File: src/rtl/buf_rot_pkg.sv
package buf_rot_pkg;
    localparam int IDX_W  = 2;
    localparam int N_BUFS = 3;
    typedef logic [IDX_W-1:0] buf_idx_t;
    typedef enum logic {FILL_IDLE = 1'b0, FILL_PEND = 1'b1} fill_state_e;
endpackage

File: src/rtl/buf_rot_ring.sv
module buf_rot_ring
    import buf_rot_pkg::*;
#(
    parameter buf_idx_t RST_A = 2'd0,
    parameter buf_idx_t RST_B = 2'd1,
    parameter buf_idx_t RST_S = 2'd2
) (
    input  logic     clk,
    input  logic     rst_n,
    input  logic     rotate_i,
    output buf_idx_t a_o,
    output buf_idx_t b_o,
    output buf_idx_t s_o
);
    buf_idx_t a_q, b_q, s_q;

    always_ff @(posedge clk) begin
        if (!rst_n) begin
            a_q <= RST_A;
            b_q <= RST_B;
            s_q <= RST_S;
        end else if (rotate_i) begin
            a_q <= b_q;
            b_q <= s_q;
            s_q <= a_q;
        end
    end

    assign a_o = a_q;
    assign b_o = b_q;
    assign s_o = s_q;

    p_a_takes_b_r2: assert property (@(posedge clk) disable iff (!rst_n)
        rotate_i |=> a_q == $past(b_q));
    p_b_takes_spare_r3: assert property (@(posedge clk) disable iff (!rst_n)
        rotate_i |=> b_q == $past(s_q));
    p_spare_takes_a_r4: assert property (@(posedge clk) disable iff (!rst_n)
        rotate_i |=> s_q == $past(a_q));
    p_hold_r11: assert property (@(posedge clk) disable iff (!rst_n)
        !rotate_i |=> ($stable(a_q) && $stable(b_q) && $stable(s_q)));
endmodule

File: src/rtl/buf_rot_fill.sv
module buf_rot_fill
    import buf_rot_pkg::*;
(
    input  logic clk,
    input  logic rst_n,
    input  logic rotate_i,
    input  logic done_i,
    output logic req_o
);
    fill_state_e state_q, state_d;

    always_ff @(posedge clk) begin
        if (!rst_n) state_q <= FILL_PEND;       // T_RESET
        else        state_q <= state_d;
    end

    always_comb begin
        state_d = state_q;
        unique case (state_q)
            FILL_IDLE: if (rotate_i) state_d = FILL_PEND;      // T_ROTATE
            FILL_PEND: if (!rotate_i && done_i) state_d = FILL_IDLE; // T_DONE
            default:   state_d = FILL_PEND;
        endcase
    end

    always_comb begin
        req_o = (state_q == FILL_PEND);
    end

    p_req_after_rot_r6: assert property (@(posedge clk) disable iff (!rst_n)
        rotate_i |=> req_o);
    p_req_hold_r6: assert property (@(posedge clk) disable iff (!rst_n)
        (req_o && !done_i) |=> req_o);
    p_req_drop_r6: assert property (@(posedge clk) disable iff (!rst_n)
        (req_o && done_i && !rotate_i) |=> !req_o);
    p_stray_done_r7: assert property (@(posedge clk) disable iff (!rst_n)
        (!req_o && !rotate_i) |=> !req_o);
endmodule

File: src/rtl/buf_rot_underrun.sv
module buf_rot_underrun (
    input  logic clk,
    input  logic rst_n,
    input  logic rotate_i,
    input  logic pending_i,
    input  logic done_i,
    input  logic clr_i,
    output logic flag_o
);
    logic flag_q;
    logic set_w;

    assign set_w = rotate_i && pending_i && !done_i;

    always_ff @(posedge clk) begin
        if (!rst_n)     flag_q <= 1'b0;
        else if (set_w) flag_q <= 1'b1;
        else if (clr_i) flag_q <= 1'b0;
    end

    assign flag_o = flag_q;

    p_underrun_set_r8: assert property (@(posedge clk) disable iff (!rst_n)
        (rotate_i && pending_i && !done_i) |=> flag_o);
    p_sticky_r9: assert property (@(posedge clk) disable iff (!rst_n)
        (flag_o && !clr_i) |=> flag_o);
    p_clear_r9: assert property (@(posedge clk) disable iff (!rst_n)
        (clr_i && !rotate_i) |=> !flag_o);
    p_no_false_set_r10: assert property (@(posedge clk) disable iff (!rst_n)
        (!flag_o && !(rotate_i && pending_i && !done_i)) |=> !flag_o);
endmodule

File: src/rtl/buf_rot_ctrl.sv
module buf_rot_ctrl
    import buf_rot_pkg::*;
(
    input  logic       clk,
    input  logic       rst_n,
    input  logic       boundary_i,
    input  logic       fill_done_i,
    input  logic       underrun_clr_i,
    output logic [1:0] half_a_idx_o,
    output logic [1:0] half_b_idx_o,
    output logic       fill_req_o,
    output logic [1:0] fill_idx_o,
    output logic       underrun_o
);
    buf_idx_t a_w, b_w, s_w;
    logic     req_w;

    buf_rot_ring #(.RST_A(2'd0), .RST_B(2'd1), .RST_S(2'd2)) u_ring (
        .clk(clk), .rst_n(rst_n), .rotate_i(boundary_i),
        .a_o(a_w), .b_o(b_w), .s_o(s_w)
    );

    buf_rot_fill u_fill (
        .clk(clk), .rst_n(rst_n), .rotate_i(boundary_i),
        .done_i(fill_done_i), .req_o(req_w)
    );

    buf_rot_underrun u_unr (
        .clk(clk), .rst_n(rst_n), .rotate_i(boundary_i),
        .pending_i(req_w), .done_i(fill_done_i),
        .clr_i(underrun_clr_i), .flag_o(underrun_o)
    );

    assign half_a_idx_o = a_w;
    assign half_b_idx_o = b_w;
    assign fill_idx_o   = s_w;
    assign fill_req_o   = req_w;

    p_distinct_r5: assert property (@(posedge clk) disable iff (!rst_n)
        (half_a_idx_o != half_b_idx_o) && (half_b_idx_o != fill_idx_o) &&
        (half_a_idx_o != fill_idx_o) &&
        (int'(half_a_idx_o) < N_BUFS) && (int'(half_b_idx_o) < N_BUFS) &&
        (int'(fill_idx_o) < N_BUFS));
endmodule

File: config.mk
export PLATFORM = sky130hd
export DESIGN_NAME = buf_rot_ctrl
export DESIGN_NICKNAME = d
export VERILOG_FILES = /design/src/rtl/buf_rot_pkg.sv /design/src/rtl/buf_rot_ring.sv /design/src/rtl/buf_rot_fill.sv /design/src/rtl/buf_rot_underrun.sv /design/src/rtl/buf_rot_ctrl.sv
export SDC_FILE = /design/constraint.sdc
export NUM_CORES = 1
export LEC_CHECK = 0
export BUFFER_PORTS_ARGS = -buffer_cell sky130_fd_sc_hd__buf_4
export CAP_MARGIN = 20
export CORE_AREA = 5 5 42 44
export DETAILED_ROUTE_END_ITERATION = 6
export DIE_AREA = 0 0 47 49
export PLACE_DENSITY = 0.51
export SLEW_MARGIN = 40
export SYNTH_ARGS = -nofsm -noshare
export SYNTH_HDL_FRONTEND = slang
export SYNTH_SLANG_ARGS = --single-unit
File: constraint.sdc
create_clock -name clk -period 1.3 [get_ports clk]
set_input_delay 0.13 -clock clk [delete_from_list [all_inputs] [get_ports clk]]
set_output_delay 0.13 -clock clk [all_outputs]
set_load 0.01 [all_outputs]
======== After elaboration in Yosys (flattened, before gate mapping) ========
Index checks and enable logic that the tools add are counted.
operators by class
  reductions and logical operators ........ 6
  mux-type cells .......................... 5
  bitwise gates (word level) .............. 1
operators by type and width
  operator                               count
  1-bit two-way mux                      4
  1-bit logical AND                      3
  1-bit logical NOT                      2
  1-bit one-hot mux with 2 select lines  1
  2-bit nonzero test                     1
  1-bit NOT                              1
storage, ports and cells
  input bits .............................. 5
  output and inout port bits .............. 8
  flip-flop bits (word level) ............. 8

======== Depth between registers and ports, before layout ========
  word-level depth ........................ 4
  mapped depth ............................ 3
  depth with buffers taken out ............ 2

======== Modules after synthesis ========
Synthesis repeated with hierarchy kept, for this count alone.
unflattened totals
  cells, all modules ...................... 26
  area total of the unflattened synthesis .. 297.8 sq um
modules (own cells, without submodules)
  module            area an instance (sq um)  cells an instance  sequential area each (sq um)  times used
  buf_rot_ring      224.0                     19                 120.1                         1
  buf_rot_underrun  40.0                      4                  20.0                          1
  buf_rot_fill      33.8                      3                  20.0                          1

======== Worst setup path after synthesis ========
No wires, ideal clock.
  kind .................................... reg-to-reg
  from .................................... reg u_fill.state_q, in the netlist u_fill.req_o
  to ...................................... reg u_unr.flag_q, in the netlist u_unr.flag_o
  arrival time ............................ 0.569 ns
  path buffers ............................ 0
  required time ........................... 1.225 ns
  clock period less this slack ............ 0.644 ns
  setup time .............................. 0.075 ns
  slack ................................... 0.656 ns
  stages on the path, launching flop included .. 3
  path through ............................ dfxtp_1 > nand2b_1 > o22ai_1
between the ends
  cells in the longest elaborated chain, start to end .. 3
  elaborated cells between the ends (all ways) .. 4
  classes of those cells .................. mux (1); reduce/logical (3)
ends and longest elaborated chain
  element                                                         RTL line                RTL
  start, declared                                                 buf_rot_fill.sv:10      fill_state_e state_q, state_d;
  start signal, assigned                                          buf_rot_fill.sv:14      else state_q <= state_d;
  1-bit logical AND (*) (2 in series)                             buf_rot_underrun.sv:13  assign set_w = rotate_i && pending_i && !done_i;
  1-bit two-way mux / 2-bit nonzero test (equally long branches)  --
  end signal, assigned                                            buf_rot_underrun.sv:16  if (!rst_n) flag_q <= 1'b0;
  end signal, assigned                                            buf_rot_underrun.sv:17  else if (set_w) flag_q <= 1'b1;
  end signal, assigned                                            buf_rot_underrun.sv:18  else if (clr_i) flag_q <= 1'b0;
  end, declared                                                   buf_rot_underrun.sv:10  logic flag_q;
Every way passes the cells marked *; elsewhere a longest branch is shown, timed or not.
A chain may end at the register's enable or synchronous reset.

======== Final worst setup path ========
  from .................................... reg u_ring.s_q[1], in the netlist u_ring.s_o[1]
  to ...................................... out fill_idx_o[1]
RTL lines
  element                 RTL line            RTL
  start, declared         buf_rot_ring.sv:15  buf_idx_t a_q, b_q, s_q;
  start signal, assigned  buf_rot_ring.sv:25  s_q <= a_q;
  end, declared           buf_rot_ctrl.sv:12  output logic [1:0] fill_idx_o,
No word-level cell between the ends.

==> metrics.txt <==
result of the run complete, no violations; terminus of the critical flop-to-flop path u_ring.a_o[0]$_SDFFE_PN0P_; min-delay worst type in -> reg; number of buffers created by CTS 3; setup repair after global routing missed its margin no; largest net degree at the start of global routing 10; type of the setup path with the least slack reg -> out; H-tree depth 1; largest area contributor in the synthesized netlist sky130_fd_sc_hd__dfxtp_1; cell internal power dissipation slightly above 400 uW; Slew @ Worst Pin 133 ps; share of final-layout standard cells stronger than drive strength 1 a little under two fifths; height of the die approximately 49 um; required time of the critical path about 1200 ps; sequential fraction of the synthesis area 54.0%; clk_skew between 0.15 and 0.2 ps; Relative slew margins between 90% and 100%; DRC violation count after routing 0; net count of the finished layout between 40 and 50; fmax between 1 and 1.5 GHz; clk buf depth 2; Post-Syn Instances 27; post-cts gate resize count 0; Synth warnings 0; Seq pwr share roughly half; LEAKAGE 0.000195 uW; final hold violation count 0; antenna diode count 0; sw frac between 20% and 30%; Core ar. ~1400 sq um; growth of design area from synthesis to finish 39.2%; largest driver fanout on the critical path 3; Yosys cell types 9; VDD IR max just under 0.0005 V; largest delay contributor family on the critical path flip-flops; number of hold buffers added after cts 0; count of placed standard cells in the final layout, fillers left out 56; first-pass GRT wire length approximately 960 um; Min Clock Period, post-route slightly below 900 ps; buffer and inverter count on the worst path 1; sequential standard cell area approximately 160 sq um; kind of end point of the critical path output pin; number of setup violations in the final report 0; Total Negative Setup Slacks 0 ps; total number of clock tree sinks 8; Hold Path Origin underrun_clr_i; post-route clock period utilization between 60% and 70%; data arrival time of the critical path approximately 750 ps; total global routing track utilization 6.07%; fill cell total of the finished layout roughly 160; Port-buffer cells 12; number of cells on the worst reg-to-reg path 2; average routed wire per standard cell approximately 11 um; leading post-synthesis cells by cell area sky130_fd_sc_hd__dfxtp_1 (54%), sky130_fd_sc_hd__mux2i_1 (20%), sky130_fd_sc_hd__nor2b_1 (8.4%); effective utilization at floorplan approximately a fifth; number of vias after detailed routing around 230; hold slack around 54 ps; Mean Syn Cell Area 11.0 sq um; MaxCap Viol Count 0; TritonCTS clock tree done; Net Sw Power about 120 uW; total congestion overflow 0; instance count along the most critical hold path 2; cell area power density between 1000 and 1500 nW/um^2; final slew viol count 0; relative contribution of combinational cells to total power around 14%; final antenna-violating net count 0; cell-by-cell listing of the critical path buf_4; root buf cell sky130_fd_sc_hd__clkbuf_4; IO Count 13; share of Yosys cell area claimed by the top area cell type 54.0%; Clock Power Share 34.8%; Critical Path Start Type register; Die Footprint between 2000 and 2500 sq um; FF-to-FF Start u_ring.b_o[0]$_SDFFE_PN1P_; Post-CTS Setup Inserts 0; synthesized flop and latch total 8; clock latency on the worst-skew pair around 250 ps; number of global-route vias before repair about 240; hold-critical path endpoint u_unr.flag_o$_SDFFE_PN0P_; master of the slowest instance on the critical path sky130_fd_sc_hd__dfxtp_1; slowest stage delay, CP around 360 ps; clock-pin slew of the registers on the worst-case setup and hold paths 50 ps; width of the die about 47 um; netlist area before placement approximately 300 sq um; Core Rows 14; detailed-route vias per instance 4.05; final wirelength a little under 600 um; initial DRC count 3; post-synthesis net count 32; number of antenna violations at the first check in global routing 0; number of iterations in the first detailed-routing pass 2; worst-case register-to-register setup slack around 670 ps; multi-input combinational cell area 120 sq um; global placer's final weighted congestion roughly 0.68; number of instances in the placed design 53
-- cell usage after synthesis (all sizes together) --
master / count
clkbuf: 1
dfxtp: 8
nand3b: 1
nand2: 4
nor2b: 4
nand2b: 1
mux2i: 6
buf: 1
o22ai: 1
-- cell families (layout without fill, tap and decap cells) --
logic type	count (synthesis)	count (layout)	synth area share (%)
and+or+nand+nor	10	10	18.1
DFF	8	8	54.0
muxes	6	6	20.3
buffers and inverters	2	15	5.48
AOI/OAI and AO/OA	1	1	2.11
-- worst register-to-register path, cell delays in order (launching register included) --
cell	delay [ps]
sky130_fd_sc_hd__dfxtp_1	320
sky130_fd_sc_hd__mux2i_1	150
sky130_fd_sc_hd__nor2b_1	60
-- worst max path at each step --
stage,start,end,slack [ps],cells after the start
2_1_floorplan,u_fill.req_o$_SDFF_PN1_,u_unr.flag_o$_SDFFE_PN0P_,660,2
3_3_place_gp,boundary_i,u_ring.a_o[0]$_SDFFE_PN0P_,630,3
3_5_place_dp,boundary_i,u_ring.s_o[0]$_SDFFE_PN0P_,630,3
4_1_cts,u_ring.s_o[1]$_SDFFE_PN1P_,fill_idx_o[1],400,1
5_1_grt,u_ring.s_o[1]$_SDFFE_PN1P_,fill_idx_o[1],360,1
6_report,u_ring.s_o[1]$_SDFFE_PN1P_,fill_idx_o[1],420,1
-- placed cells by master, fill, tap and decap left out --
cell type	instances
sky130_fd_sc_hd__buf_4	12
sky130_fd_sc_hd__clkbuf_4	3
sky130_fd_sc_hd__dfxtp_1	8
sky130_fd_sc_hd__mux2i_1	6
sky130_fd_sc_hd__nand2_1	4
sky130_fd_sc_hd__nand2b_1	1
sky130_fd_sc_hd__nand3b_1	1
sky130_fd_sc_hd__nor2b_1	4
sky130_fd_sc_hd__o22ai_1	1
-- per-layer routing --
layer / track usage (%) / vias to the layer above / part of all wire [%]
met3: 6.27 / 0 / 13
met5: 0 / - / 0
met1: 7.08 / 101 / 45
met4: 2.76 / 0 / 0
li1: - / 115 / -
met2: 7.01 / 11 / 42
-- final cells by class --
cell class                      count  area share (%)
Timing Repair Buffer               12            21.8
Multi-Input combinational cell     17            29.1
Sequential cell                     8            38.8
Tap cell                           16            4.85
Clock buffer                        3            5.45
-- power by group through the flow --
stage	Combinational, uW	Clock, uW	Sequential [uW]
2_1_floorplan	34.2	0	285
3_5_place_dp	76.7	0	279
5_1_grt	82.2	215	276
3_3_place_gp	76.5	0	279
6_report	74.9	186	274
4_1_cts	76.5	200	274
-- registers in the layout (all words and copies together) (netlist names) --
name / cells
u_ring.b_o: 2
u_fill.req_o: 1
u_ring.s_o: 2
u_ring.a_o: 2
u_unr.flag_o: 1
-- per-stage QoR --
stage | power (uW) | setup slack, ps | cell area (sq um) | util [%]
2_1_floorplan | 319 | 656 | 297 | -
3_3_place_gp | 356 | 629 | 390 | 27.9
3_5_place_dp | 356 | 625 | 390 | 27.9
4_1_cts | 551 | 401 | 413 | 29.5
5_1_grt | 574 | 365 | 413 | 29.5
6_report | 535 | 418 | 413 | 29.5
Power figures use the tool's default switching activity.
